--- src/rtl/rtc_cal_pkg.sv ---
package rtc_cal_pkg;

  typedef enum logic [3:0] {
    FSEL_SEC       = 4'd0,
    FSEL_MIN       = 4'd1,
    FSEL_HOUR      = 4'd2,
    FSEL_DAY_LO    = 4'd3,
    FSEL_DAY_HI    = 4'd4,
    FSEL_AL_MIN    = 4'd5,
    FSEL_AL_HOUR   = 4'd6,
    FSEL_AL_DAY_LO = 4'd7,
    FSEL_AL_DAY_HI = 4'd8,
    FSEL_CTRL      = 4'd9
  } fsel_e;

  localparam int NUM_BCD  = 3;
  localparam int EN_W     = 3;
  localparam int EN_MIN   = 0;
  localparam int EN_HOUR  = 1;
  localparam int EN_DAY   = 2;
  localparam int CLR_BIT  = 7;

  // Last value before wrap of BCD field i (0 sec, 1 min, 2 hour)
  function automatic logic [7:0] wrap_of(input int idx);
    return (idx == 2) ? 8'h23 : 8'h59;
  endfunction

endpackage

--- src/rtl/rtc_bcd_field.sv ---
module rtc_bcd_field #(
  parameter logic [7:0] WRAP_VAL = 8'h59
) (
  input  logic       clk,
  input  logic       rst_n,
  input  logic       inc_i,
  input  logic       ld_i,
  input  logic [7:0] ld_val_i,
  output logic [7:0] val_o,
  output logic [7:0] nxt_o,
  output logic       carry_o
);

  logic [7:0] cnt_q, cnt_d, inc_val;
  logic       cnt_en, at_wrap;

  always_comb begin
    at_wrap = (cnt_q == WRAP_VAL);
    if (at_wrap)
      inc_val = 8'h00;
    else if (cnt_q[3:0] == 4'd9)
      inc_val = {cnt_q[7:4] + 4'd1, 4'd0};
    else
      inc_val = {cnt_q[7:4], cnt_q[3:0] + 4'd1};

    cnt_en = ld_i | inc_i;
    if (ld_i)
      cnt_d = ld_val_i;
    else if (inc_i)
      cnt_d = inc_val;
    else
      cnt_d = cnt_q;
  end

  always_ff @(posedge clk or negedge rst_n) begin
    if (!rst_n)
      cnt_q <= 8'h00;
    else if (cnt_en)
      cnt_q <= cnt_d;
  end

  assign val_o   = cnt_q;
  assign nxt_o   = cnt_d;
  assign carry_o = inc_i & at_wrap;

endmodule

--- src/rtl/rtc_day_counter.sv ---
module rtc_day_counter #(
  parameter int DAY_W = 15
) (
  input  logic             clk,
  input  logic             rst_n,
  input  logic             inc_i,
  input  logic             ld_lo_i,
  input  logic             ld_hi_i,
  input  logic [7:0]       ld_val_i,
  output logic [DAY_W-1:0] val_o,
  output logic [DAY_W-1:0] nxt_o
);

  localparam int HI_W = DAY_W - 8;

  logic [DAY_W-1:0] day_q, day_d;
  logic             day_en;

  always_comb begin
    day_d  = day_q;
    day_en = inc_i | ld_lo_i | ld_hi_i;
    if (inc_i)
      day_d = day_q + DAY_W'(1);
    if (ld_lo_i)
      day_d[7:0] = ld_val_i;
    if (ld_hi_i)
      day_d[DAY_W-1:8] = ld_val_i[HI_W-1:0];
  end

  always_ff @(posedge clk or negedge rst_n) begin
    if (!rst_n)
      day_q <= '0;
    else if (day_en)
      day_q <= day_d;
  end

  assign val_o = day_q;
  assign nxt_o = day_d;

endmodule

--- src/rtl/rtc_alarm_match.sv ---
module rtc_alarm_match #(
  parameter int DAY_W = 15
) (
  input  logic             eval_i,
  input  logic [7:0]       min_i,
  input  logic [7:0]       hour_i,
  input  logic [DAY_W-1:0] day_i,
  input  logic [7:0]       al_min_i,
  input  logic [7:0]       al_hour_i,
  input  logic [DAY_W-1:0] al_day_i,
  input  logic [2:0]       en_i,
  output logic             hit_o
);

  logic min_ok, hour_ok, day_ok;

  always_comb begin
    min_ok  = !en_i[0] || (min_i  == al_min_i);
    hour_ok = !en_i[1] || (hour_i == al_hour_i);
    day_ok  = !en_i[2] || (day_i  == al_day_i);
    hit_o   = eval_i && (|en_i) && min_ok && hour_ok && day_ok;
  end

endmodule

--- src/rtl/rtc_calendar.sv ---
module rtc_calendar
  import rtc_cal_pkg::*;
#(
  parameter int DAY_W = 15
) (
  input  logic             clk,
  input  logic             rst_n,
  input  logic             tick_i,
  input  logic             wr_en_i,
  input  logic [3:0]       wr_sel_i,
  input  logic [7:0]       wr_data_i,
  input  logic [3:0]       rd_sel_i,
  output logic [7:0]       rd_data_o,
  output logic [7:0]       sec_o,
  output logic [7:0]       min_o,
  output logic [7:0]       hour_o,
  output logic [DAY_W-1:0] day_o,
  output logic             alarm_o
);

  localparam int HI_W = DAY_W - 8;

  logic time_wr, tick_ok;
  logic [7:0]         bcd_q   [NUM_BCD];
  logic [7:0]         bcd_nxt [NUM_BCD];
  logic [NUM_BCD-1:0] bcd_inc, bcd_carry, bcd_ld;
  logic [DAY_W-1:0]   day_q, day_nxt;

  logic [7:0]       al_min_q, al_min_d, al_hour_q, al_hour_d;
  logic [DAY_W-1:0] al_day_q, al_day_d;
  logic [EN_W-1:0]  al_en_q, al_en_d;
  logic             flag_q, flag_d, al_we, hit, clr;

  assign time_wr = wr_en_i && (wr_sel_i <= 4'(FSEL_DAY_HI));
  assign tick_ok = tick_i && !time_wr;

  for (genvar g = 0; g < NUM_BCD; g++) begin : g_bcd
    if (g == 0) begin : g_first
      assign bcd_inc[g] = tick_ok;
    end else begin : g_chain
      assign bcd_inc[g] = bcd_carry[g-1];
    end
    assign bcd_ld[g] = wr_en_i && (wr_sel_i == 4'(g));

    rtc_bcd_field #(.WRAP_VAL(wrap_of(g))) field_i (
      .clk      (clk),
      .rst_n    (rst_n),
      .inc_i    (bcd_inc[g]),
      .ld_i     (bcd_ld[g]),
      .ld_val_i (wr_data_i),
      .val_o    (bcd_q[g]),
      .nxt_o    (bcd_nxt[g]),
      .carry_o  (bcd_carry[g])
    );
  end

  rtc_day_counter #(.DAY_W(DAY_W)) day_i (
    .clk      (clk),
    .rst_n    (rst_n),
    .inc_i    (bcd_carry[NUM_BCD-1]),
    .ld_lo_i  (wr_en_i && (wr_sel_i == 4'(FSEL_DAY_LO))),
    .ld_hi_i  (wr_en_i && (wr_sel_i == 4'(FSEL_DAY_HI))),
    .ld_val_i (wr_data_i),
    .val_o    (day_q),
    .nxt_o    (day_nxt)
  );

  // Alarm evaluated when seconds wrap to 00, against the updated count
  rtc_alarm_match #(.DAY_W(DAY_W)) match_i (
    .eval_i    (bcd_carry[0]),
    .min_i     (bcd_nxt[1]),
    .hour_i    (bcd_nxt[2]),
    .day_i     (day_nxt),
    .al_min_i  (al_min_q),
    .al_hour_i (al_hour_q),
    .al_day_i  (al_day_q),
    .en_i      (al_en_q),
    .hit_o     (hit)
  );

  always_comb begin
    al_min_d  = al_min_q;
    al_hour_d = al_hour_q;
    al_day_d  = al_day_q;
    al_en_d   = al_en_q;
    clr       = 1'b0;
    if (wr_en_i) begin
      case (wr_sel_i)
        4'(FSEL_AL_MIN):    al_min_d  = wr_data_i;
        4'(FSEL_AL_HOUR):   al_hour_d = wr_data_i;
        4'(FSEL_AL_DAY_LO): al_day_d[7:0] = wr_data_i;
        4'(FSEL_AL_DAY_HI): al_day_d[DAY_W-1:8] = wr_data_i[HI_W-1:0];
        4'(FSEL_CTRL): begin
          al_en_d = wr_data_i[EN_W-1:0];
          clr     = wr_data_i[CLR_BIT];
        end
        default: ;
      endcase
    end
    al_we  = wr_en_i && (wr_sel_i >= 4'(FSEL_AL_MIN)) && (wr_sel_i <= 4'(FSEL_CTRL));
    flag_d = hit ? 1'b1 : (clr ? 1'b0 : flag_q);
  end

  always_ff @(posedge clk or negedge rst_n) begin
    if (!rst_n) begin
      al_min_q  <= 8'h00;
      al_hour_q <= 8'h00;
      al_day_q  <= '0;
      al_en_q   <= '0;
    end else if (al_we) begin
      al_min_q  <= al_min_d;
      al_hour_q <= al_hour_d;
      al_day_q  <= al_day_d;
      al_en_q   <= al_en_d;
    end
  end

  always_ff @(posedge clk or negedge rst_n) begin
    if (!rst_n)
      flag_q <= 1'b0;
    else
      flag_q <= flag_d;
  end

  always_comb begin
    case (rd_sel_i)
      4'(FSEL_SEC):       rd_data_o = bcd_q[0];
      4'(FSEL_MIN):       rd_data_o = bcd_q[1];
      4'(FSEL_HOUR):      rd_data_o = bcd_q[2];
      4'(FSEL_DAY_LO):    rd_data_o = day_q[7:0];
      4'(FSEL_DAY_HI):    rd_data_o = 8'(day_q[DAY_W-1:8]);
      4'(FSEL_AL_MIN):    rd_data_o = al_min_q;
      4'(FSEL_AL_HOUR):   rd_data_o = al_hour_q;
      4'(FSEL_AL_DAY_LO): rd_data_o = al_day_q[7:0];
      4'(FSEL_AL_DAY_HI): rd_data_o = 8'(al_day_q[DAY_W-1:8]);
      4'(FSEL_CTRL):      rd_data_o = {flag_q, 4'b0000, al_en_q};
      default:            rd_data_o = 8'h00;
    endcase
  end

  assign sec_o   = bcd_q[0];
  assign min_o   = bcd_q[1];
  assign hour_o  = bcd_q[2];
  assign day_o   = day_q;
  assign alarm_o = flag_q;

endmodule

--- config.mk ---
export PLATFORM = sky130hd
export DESIGN_NAME = rtc_calendar
export DESIGN_NICKNAME = d
export VERILOG_FILES = /design/src/rtl/rtc_cal_pkg.sv /design/src/rtl/rtc_bcd_field.sv /design/src/rtl/rtc_day_counter.sv /design/src/rtl/rtc_alarm_match.sv /design/src/rtl/rtc_calendar.sv
export SDC_FILE = /design/constraint.sdc
export NUM_CORES = 1
export LEC_CHECK = 0
export BUFFER_PORTS_ARGS = -buffer_cell sky130_fd_sc_hd__buf_4
export CORE_MARGIN = 4
export CORE_UTILIZATION = 59
export CTS_CLUSTER_SIZE = 40
export DETAILED_ROUTE_END_ITERATION = 8
export PLACE_DENSITY = 0.9
export SLEW_MARGIN = 0
export SYNTH_ARGS = -nofsm -noshare
export SYNTH_HDL_FRONTEND = slang
export SYNTH_HIERARCHICAL = 1
export SYNTH_SLANG_ARGS = --single-unit
--- constraint.sdc ---
create_clock -name clk -period 4.4 [get_ports clk]
set_clock_uncertainty 0.15 [all_clocks]
set_input_delay 0.22 -clock clk [delete_from_list [all_inputs] [get_ports clk]]
set_output_delay 0.22 -clock clk [all_outputs]
set_load 0.05 [all_outputs]
After elaboration in Yosys (flattened, before gate mapping)
Index checks and enable logic that the tools add are counted.

Bits in registers: 74. Input bits: 20. Output and inout port bits: 48. Word-level logic and storage cells: 109.

Add/subtract/negate cells: 7. Order comparisons: 3. Equal/unequal tests: 27. Muxes and demuxes: 20. Bitwise operators: 8. Reductions and logical operators: 33.

Operators with widths (number): 8-bit 2-to-1 mux (13); 8-bit case mux with 10 select lines (1); 4-bit by 3-bit == test with 1-bit output, second input constant (8); 4-bit == test, second input constant (7); 4-bit by 1-bit adder with 4-bit output, second input constant (6); 3-bit AND reduction (6); 4-bit by 2-bit == test with 1-bit output, second input constant (4); 8-bit by 7-bit == test with 1-bit output, second input constant (2); 8-bit == test (2); 15-bit by 1-bit adder with 15-bit output, second input constant (1); 15-bit == test (1); 15-bit 2-to-1 mux (1); 1-bit logical AND (13); 4-bit by 1-bit == test with 1-bit output, second input constant (2); 8-bit by 6-bit == test with 1-bit output, second input constant (1); 4-bit zero test (2); 7-bit 2-to-1 mux (1); 1-bit OR (5); 4-bit by 3-bit >= comparator with 1-bit output, second input constant (1); 4-bit by 3-bit <= comparator with 1-bit output, second input constant (1); 4-bit <= comparator, second input constant (1); 1-bit zero test (4); 1-bit 2-to-1 mux (4); 2-bit nonzero test (2); other kinds (5) (9).

Depth between registers and ports, before layout
Depth after elaboration: 13. Depth in mapped cells: 20. Gate-level depth less buffers: 18.

Cells and area by module
Netlist, hierarchy kept.

By module, submodules not included: rtc_calendar (times used 1, cells each 193, area an instance 2174.6 um^2, seq. area each 875.8 um^2); rtc_bcd_field at g_bcd[0].field_i ... (times used 2, cells each 65, area an instance 596.8 um^2, seq. area each 200.2 um^2); rtc_day_counter (times used 1, cells each 103, area an instance 954.7 um^2, seq. area each 375.4 um^2); rtc_bcd_field at g_bcd[2].field_i (times used 1, cells each 63, area an instance 576.8 um^2, seq. area each 200.2 um^2); rtc_alarm_match (times used 1, cells each 44, area an instance 355.3 um^2, seq. area each 0.0 um^2).

Least setup slack after synthesis
OpenSTA, ideal clock, no wires.

Path type: input-to-reg. Start: input port wr_sel_i[0]. End: register flag_q, in the netlist alarm_o. Data arrival time: 4164 ps. Data required time: 4185 ps. Path slack: 21 ps. Cell stages on the path: 20. Path buffers: 2. Cells stage by stage: buf_6 o21ai_0 a21boi_0 nand4b_4 and2b_1 nand4b_4 and2b_1 inv_1 nor3_1 buf_4 nand3_1 nor3_1 xnor2_1 o21ai_0 xor2_1 nor4_1 nand4_1 o31ai_1 and3_1 a21o_1.

Cells in the longest elaborated chain, start to end: 13. Elaborated cells on any way between the ends: 37.

RTL lines: from (decl) (RTL line rtc_calendar.sv:10) `input logic [3:0] wr_sel_i,`; 4-bit by 3-bit <= comparator with 1-bit output (RTL line rtc_calendar.sv:34) `assign time_wr = wr_en_i && (wr_sel_i <= 4'(FSEL_DAY_HI));`; 1-bit logical AND (RTL line rtc_calendar.sv:34); 1-bit zero test (RTL line rtc_calendar.sv:35) `assign tick_ok = tick_i && !time_wr;`; 1-bit logical AND (RTL line rtc_calendar.sv:35); named net tick_ok (RTL line rtc_calendar.sv:23) `logic time_wr, tick_ok;`; 1-bit bitwise AND (RTL line rtc_bcd_field.sv:44) `assign carry_o = inc_i & at_wrap;`; named net bcd_carry[0] (RTL line rtc_calendar.sv:26) `logic [NUM_BCD-1:0] bcd_inc, bcd_carry, bcd_ld;`; 1-bit bitwise AND (RTL line rtc_bcd_field.sv:44); named net bcd_carry[1] (RTL line rtc_calendar.sv:26); [... 1 more ...]; named net bcd_carry[2] (RTL line rtc_calendar.sv:26); 15-bit 2-to-1 mux (RTL line rtc_day_counter.sv:22) `if (inc_i)`; 7-bit 2-to-1 mux (RTL line rtc_day_counter.sv:26) `if (ld_hi_i)`; named net day_nxt[10] (RTL line rtc_calendar.sv:27) `logic [DAY_W-1:0] day_q, day_nxt;`; 15-bit == test (RTL line rtc_alarm_match.sv:20) `day_ok = !en_i[2] || (day_i == al_day_i);`; 1-bit logical OR (RTL line rtc_alarm_match.sv:20); 1-bit logical AND (RTL line rtc_alarm_match.sv:21) `hit_o = eval_i && (|en_i) && min_ok && hour_ok && day_ok;`; 1-bit 2-to-1 mux (RTL line rtc_calendar.sv:101) `flag_d = hit ? 1'b1 : (clr ? 1'b0 : flag_q);`; named net flag_d (RTL line rtc_calendar.sv:32) `logic flag_q, flag_d, al_we, hit, clr;`; to (signal assigned) (RTL line rtc_calendar.sv:122) `flag_q <= flag_d;`; to (decl) (RTL line rtc_calendar.sv:32).

The timed path passes the listed nets, and every way through them passes these cells. A chain may end at the register's enable or synchronous reset.

Final worst setup path
Start: register g_bcd[0].field_i.cnt_q[1]. End: register flag_q, in the netlist alarm_o.

Cells in the longest elaborated chain, start to end: 10. Elaborated cells on any way between the ends: 23.

RTL lines: from (decl) (RTL line rtc_bcd_field.sv:14) `logic [7:0] cnt_q, cnt_d, inc_val;`; from (signal assigned) (RTL line rtc_bcd_field.sv:39) `cnt_q <= cnt_d;`; 8-bit by 7-bit == test with 1-bit output (RTL line rtc_bcd_field.sv:18) `at_wrap = (cnt_q == WRAP_VAL);`; 1-bit bitwise AND (RTL line rtc_bcd_field.sv:44); named net bcd_carry[0] (RTL line rtc_calendar.sv:26); 1-bit bitwise AND (RTL line rtc_bcd_field.sv:44); named net bcd_carry[1] (RTL line rtc_calendar.sv:26); 1-bit bitwise AND (RTL line rtc_bcd_field.sv:44); named net bcd_carry[2] (RTL line rtc_calendar.sv:26); 15-bit 2-to-1 mux (RTL line rtc_day_counter.sv:22); 7-bit 2-to-1 mux (RTL line rtc_day_counter.sv:26); named net day_nxt[10] (RTL line rtc_calendar.sv:27); 15-bit == test (RTL line rtc_alarm_match.sv:20); 1-bit logical OR (RTL line rtc_alarm_match.sv:20); 1-bit logical AND (RTL line rtc_alarm_match.sv:21); 1-bit 2-to-1 mux (RTL line rtc_calendar.sv:101); named net flag_d (RTL line rtc_calendar.sv:32).

The timed path passes the listed nets, and every way through them passes these cells.

==> results.json <==
{
  "grt_setup_unrepaired": "no",
  "crit_type": "reg2reg",
  "die_w_um": 102,
  "powerDensity_nw_per_um2": 504,
  "area_delta_synth_final_pct": 16.5,
  "track_usage_pct": 31.0,
  "fmax_mhz": 246,
  "clkTransAtPathRegs_ns": 0.08,
  "io_pins": 68,
  "grt_pass1_wl_um": 24600,
  "critical_path_arrival_ns": 4.21,
  "clock_latency_ns": 0.36,
  "cp.required_ns": 4.55,
  "setup_viol": 0,
  "vias_per_cell": 6.77,
  "slew_headroom_pct": 36.0,
  "grt_pass1_vias": 4524,
  "fin_ws_ns": 0.341,
  "critPathCaptureType": "flip-flop",
  "final_net_count": 626,
  "cts-htree-levels": 3,
  "drive_gt1_share_pct": 29.3,
  "dr.pass1.iters": 6,
  "drc_errors": 0,
  "place_hpwl_um": 11400,
  "cp-start-kind": "flip-flop",
  "total_power_uw": 3050,
  "root_buffer": "clkbuf_8",
  "drt_iter0_drc": 430,
  "multi_input_area_um2": 3190,
  "fp.dieH_um": 102,
  "status": "complete, no violations",
  "coreArea_um2": 8380,
  "finalHoldViolCount": 0,
  "initial_utilization_pct": 62.0,
  "tightestPinTransition_ns": 0.960,
  "post_cts_buffers": 0,
  "netlist_area_um2": 5200,
  "io_buffer_count": 67,
  "finish.instance_area_um2": 6060,
  "gp_congestion": 1.01,
  "p_leak_uw": 0.00254,
  "antenna_cells": 0,
  "avgSynthCellArea_um2": 9.90,
  "cp_max_fo": 6,
  "die_area_um2": 10400,
  "cts_buffer_depth": 2,
  "ant_nets": 0,
  "yosysWarnings": 6,
  "grt_start_max_net_pins": 75,
  "post_dp_cell_area_um2": 5800,
  "seq_area_um2": 1850,
  "ir_drop_mv": 0.336,
  "vias": 4759,
  "fin_crit_sh_pct": 92.3,
  "totalWireLength_um": 15800,
  "grt_antenna_before_repair": 0,
  "wl_per_cell_um": 22.4,
  "overflow": 0,
  "maxSlewViolCount": 0,
  "cts_buffers": 9,
  "cts_tree": "yes",
  "hp-class": "in2reg",
  "fin_tns_setup_ns": 0,
  "fin_crit_ns": 4.06,
  "cts_sinks": 74,
  "dp_slack_ns": 0.0488,
  "rows": 33,
  "maxCapViolCount": 0,
  "synth_nets": 558,
  "n_fill_cell": 637,
  "syn_inst": 525
}
==> placed cells by master (no fill, tap or decap), types with 4 or more instances in the layout <==
cell and n:
clkbuf_8 10, nand4_1 10, a2bb2oi_1 13, inv_1 13, o221ai_1 4, ha_1 13, nor3_1 8, nand2_1 45
nor2_1 13, and2b_1 5, xor2_1 11, o21ai_1 4, mux2i_1 9, buf_4 79, mux2_2 46, xnor2_1 37
a22oi_1 7, dfrtp_1 73, a32oi_1 7, o21ai_0 52, nand3b_1 8, or3_1 4, nor4_2 4, nor2b_1 15
a21oi_1 14, nand3_1 11
==> critical path, cell delays in order (launching register included) <==
cell	delay, ns
dfrtp_1	0.45
inv_1	0.11
ha_1	0.26
nand4b_4	0.12
and2b_1	0.31
nand4b_4	0.12
and2b_1	0.26
inv_1	0.09
nor3_2	0.26
buf_4	0.20
nand3_2	0.16
nor3_2	0.19
xnor2_1	0.15
o21ai_0	0.13
xor2_1	0.16
nor4_1	0.28
nand4_1	0.14
o31ai_1	0.22
and3_1	0.18
a21o_1	0.08
==> through the flow <==
| step | hold WS, ns | utilization [%] | cells |
|---|---|---|---|
| after floorplan | -0.226 | - | 525 |
| after detailed placement | 0.282 | 69.2 | 686 |
| after global placement | 0.265 | 69.2 | 686 |
| after global routing | 0.0594 | 72.2 | 703 |
| final | 0.0669 | 72.2 | 703 |
| after CTS | 0.0586 | 72.1 | 703 |
==> flip-flops by register name, summed over array words and instances, names as in the netlist <==
name and flops:
day_i/val_o 15, g_bcd.field_i/val_o 24, al_en_q 3, alarm_o 1, al_min_q 8, al_day_q 15
al_hour_q 8
==> cell type report <==
cell class	instances	area share, %
clock buffers	10	2.27
clock inverters	6	1.47
inverters	13	0.806
multi-input cells	415	52.7
flip-flops and latches	74	30.6
well taps	105	2.17
repair buffers	80	9.96
==> per-layer routing <==
layer	track usage (%)	wire, µm	part of all wire, %	vias up
met5	0	0	0	-
met1	43.2	6460	41	2334
li1	-	-	-	2101
met3	4.78	1270	8.0	53
met2	48.9	7500	48	271
met4	12.5	536	3.4	0
==> path summary, 6_finish.rpt <==
| path | from | slack (ns) | endpoint | cells past startpoint |
|---|---|---|---|---|
| setup / recovery | g_bcd[0].field_i/val_o[1]$_DFFE_PN0P_ | 0.34 | alarm_o$_DFFE_PN0P_ | 19 |
| max in group asynchronous | rst_n | 3.02 | g_bcd[0].field_i/val_o[0]$_DFFE_PN0P_ | 2 |
| hold reg to reg | al_min_q[7]$_DFFE_PN0P_ | 0.41 | al_min_q[7]$_DFFE_PN0P_ | 1 |
| setup reg to reg | g_bcd[0].field_i/val_o[1]$_DFFE_PN0P_ | 0.34 | alarm_o$_DFFE_PN0P_ | 19 |
| hold / removal | wr_data_i[4] | 0.07 | g_bcd[0].field_i/val_o[4]$_DFFE_PN0P_ | 2 |
| min in group asynchronous | rst_n | 0.41 | g_bcd[1].field_i/val_o[1]$_DFFE_PN0P_ | 2 |
==> timing repair <==
action,in CTS,in global routing
resized for setup,0,4
hold buffers,1,0
hold endpoints to repair,74,0
endpoints found under the setup margin,0,1
==> report_power, final <==
group	total [µW]	switching [µW]	internal [µW]
sequential	1150	302	847
combinational	1290	790	500
clock	615	279	336
Note: power is estimated with default switching activity, not from simulation.
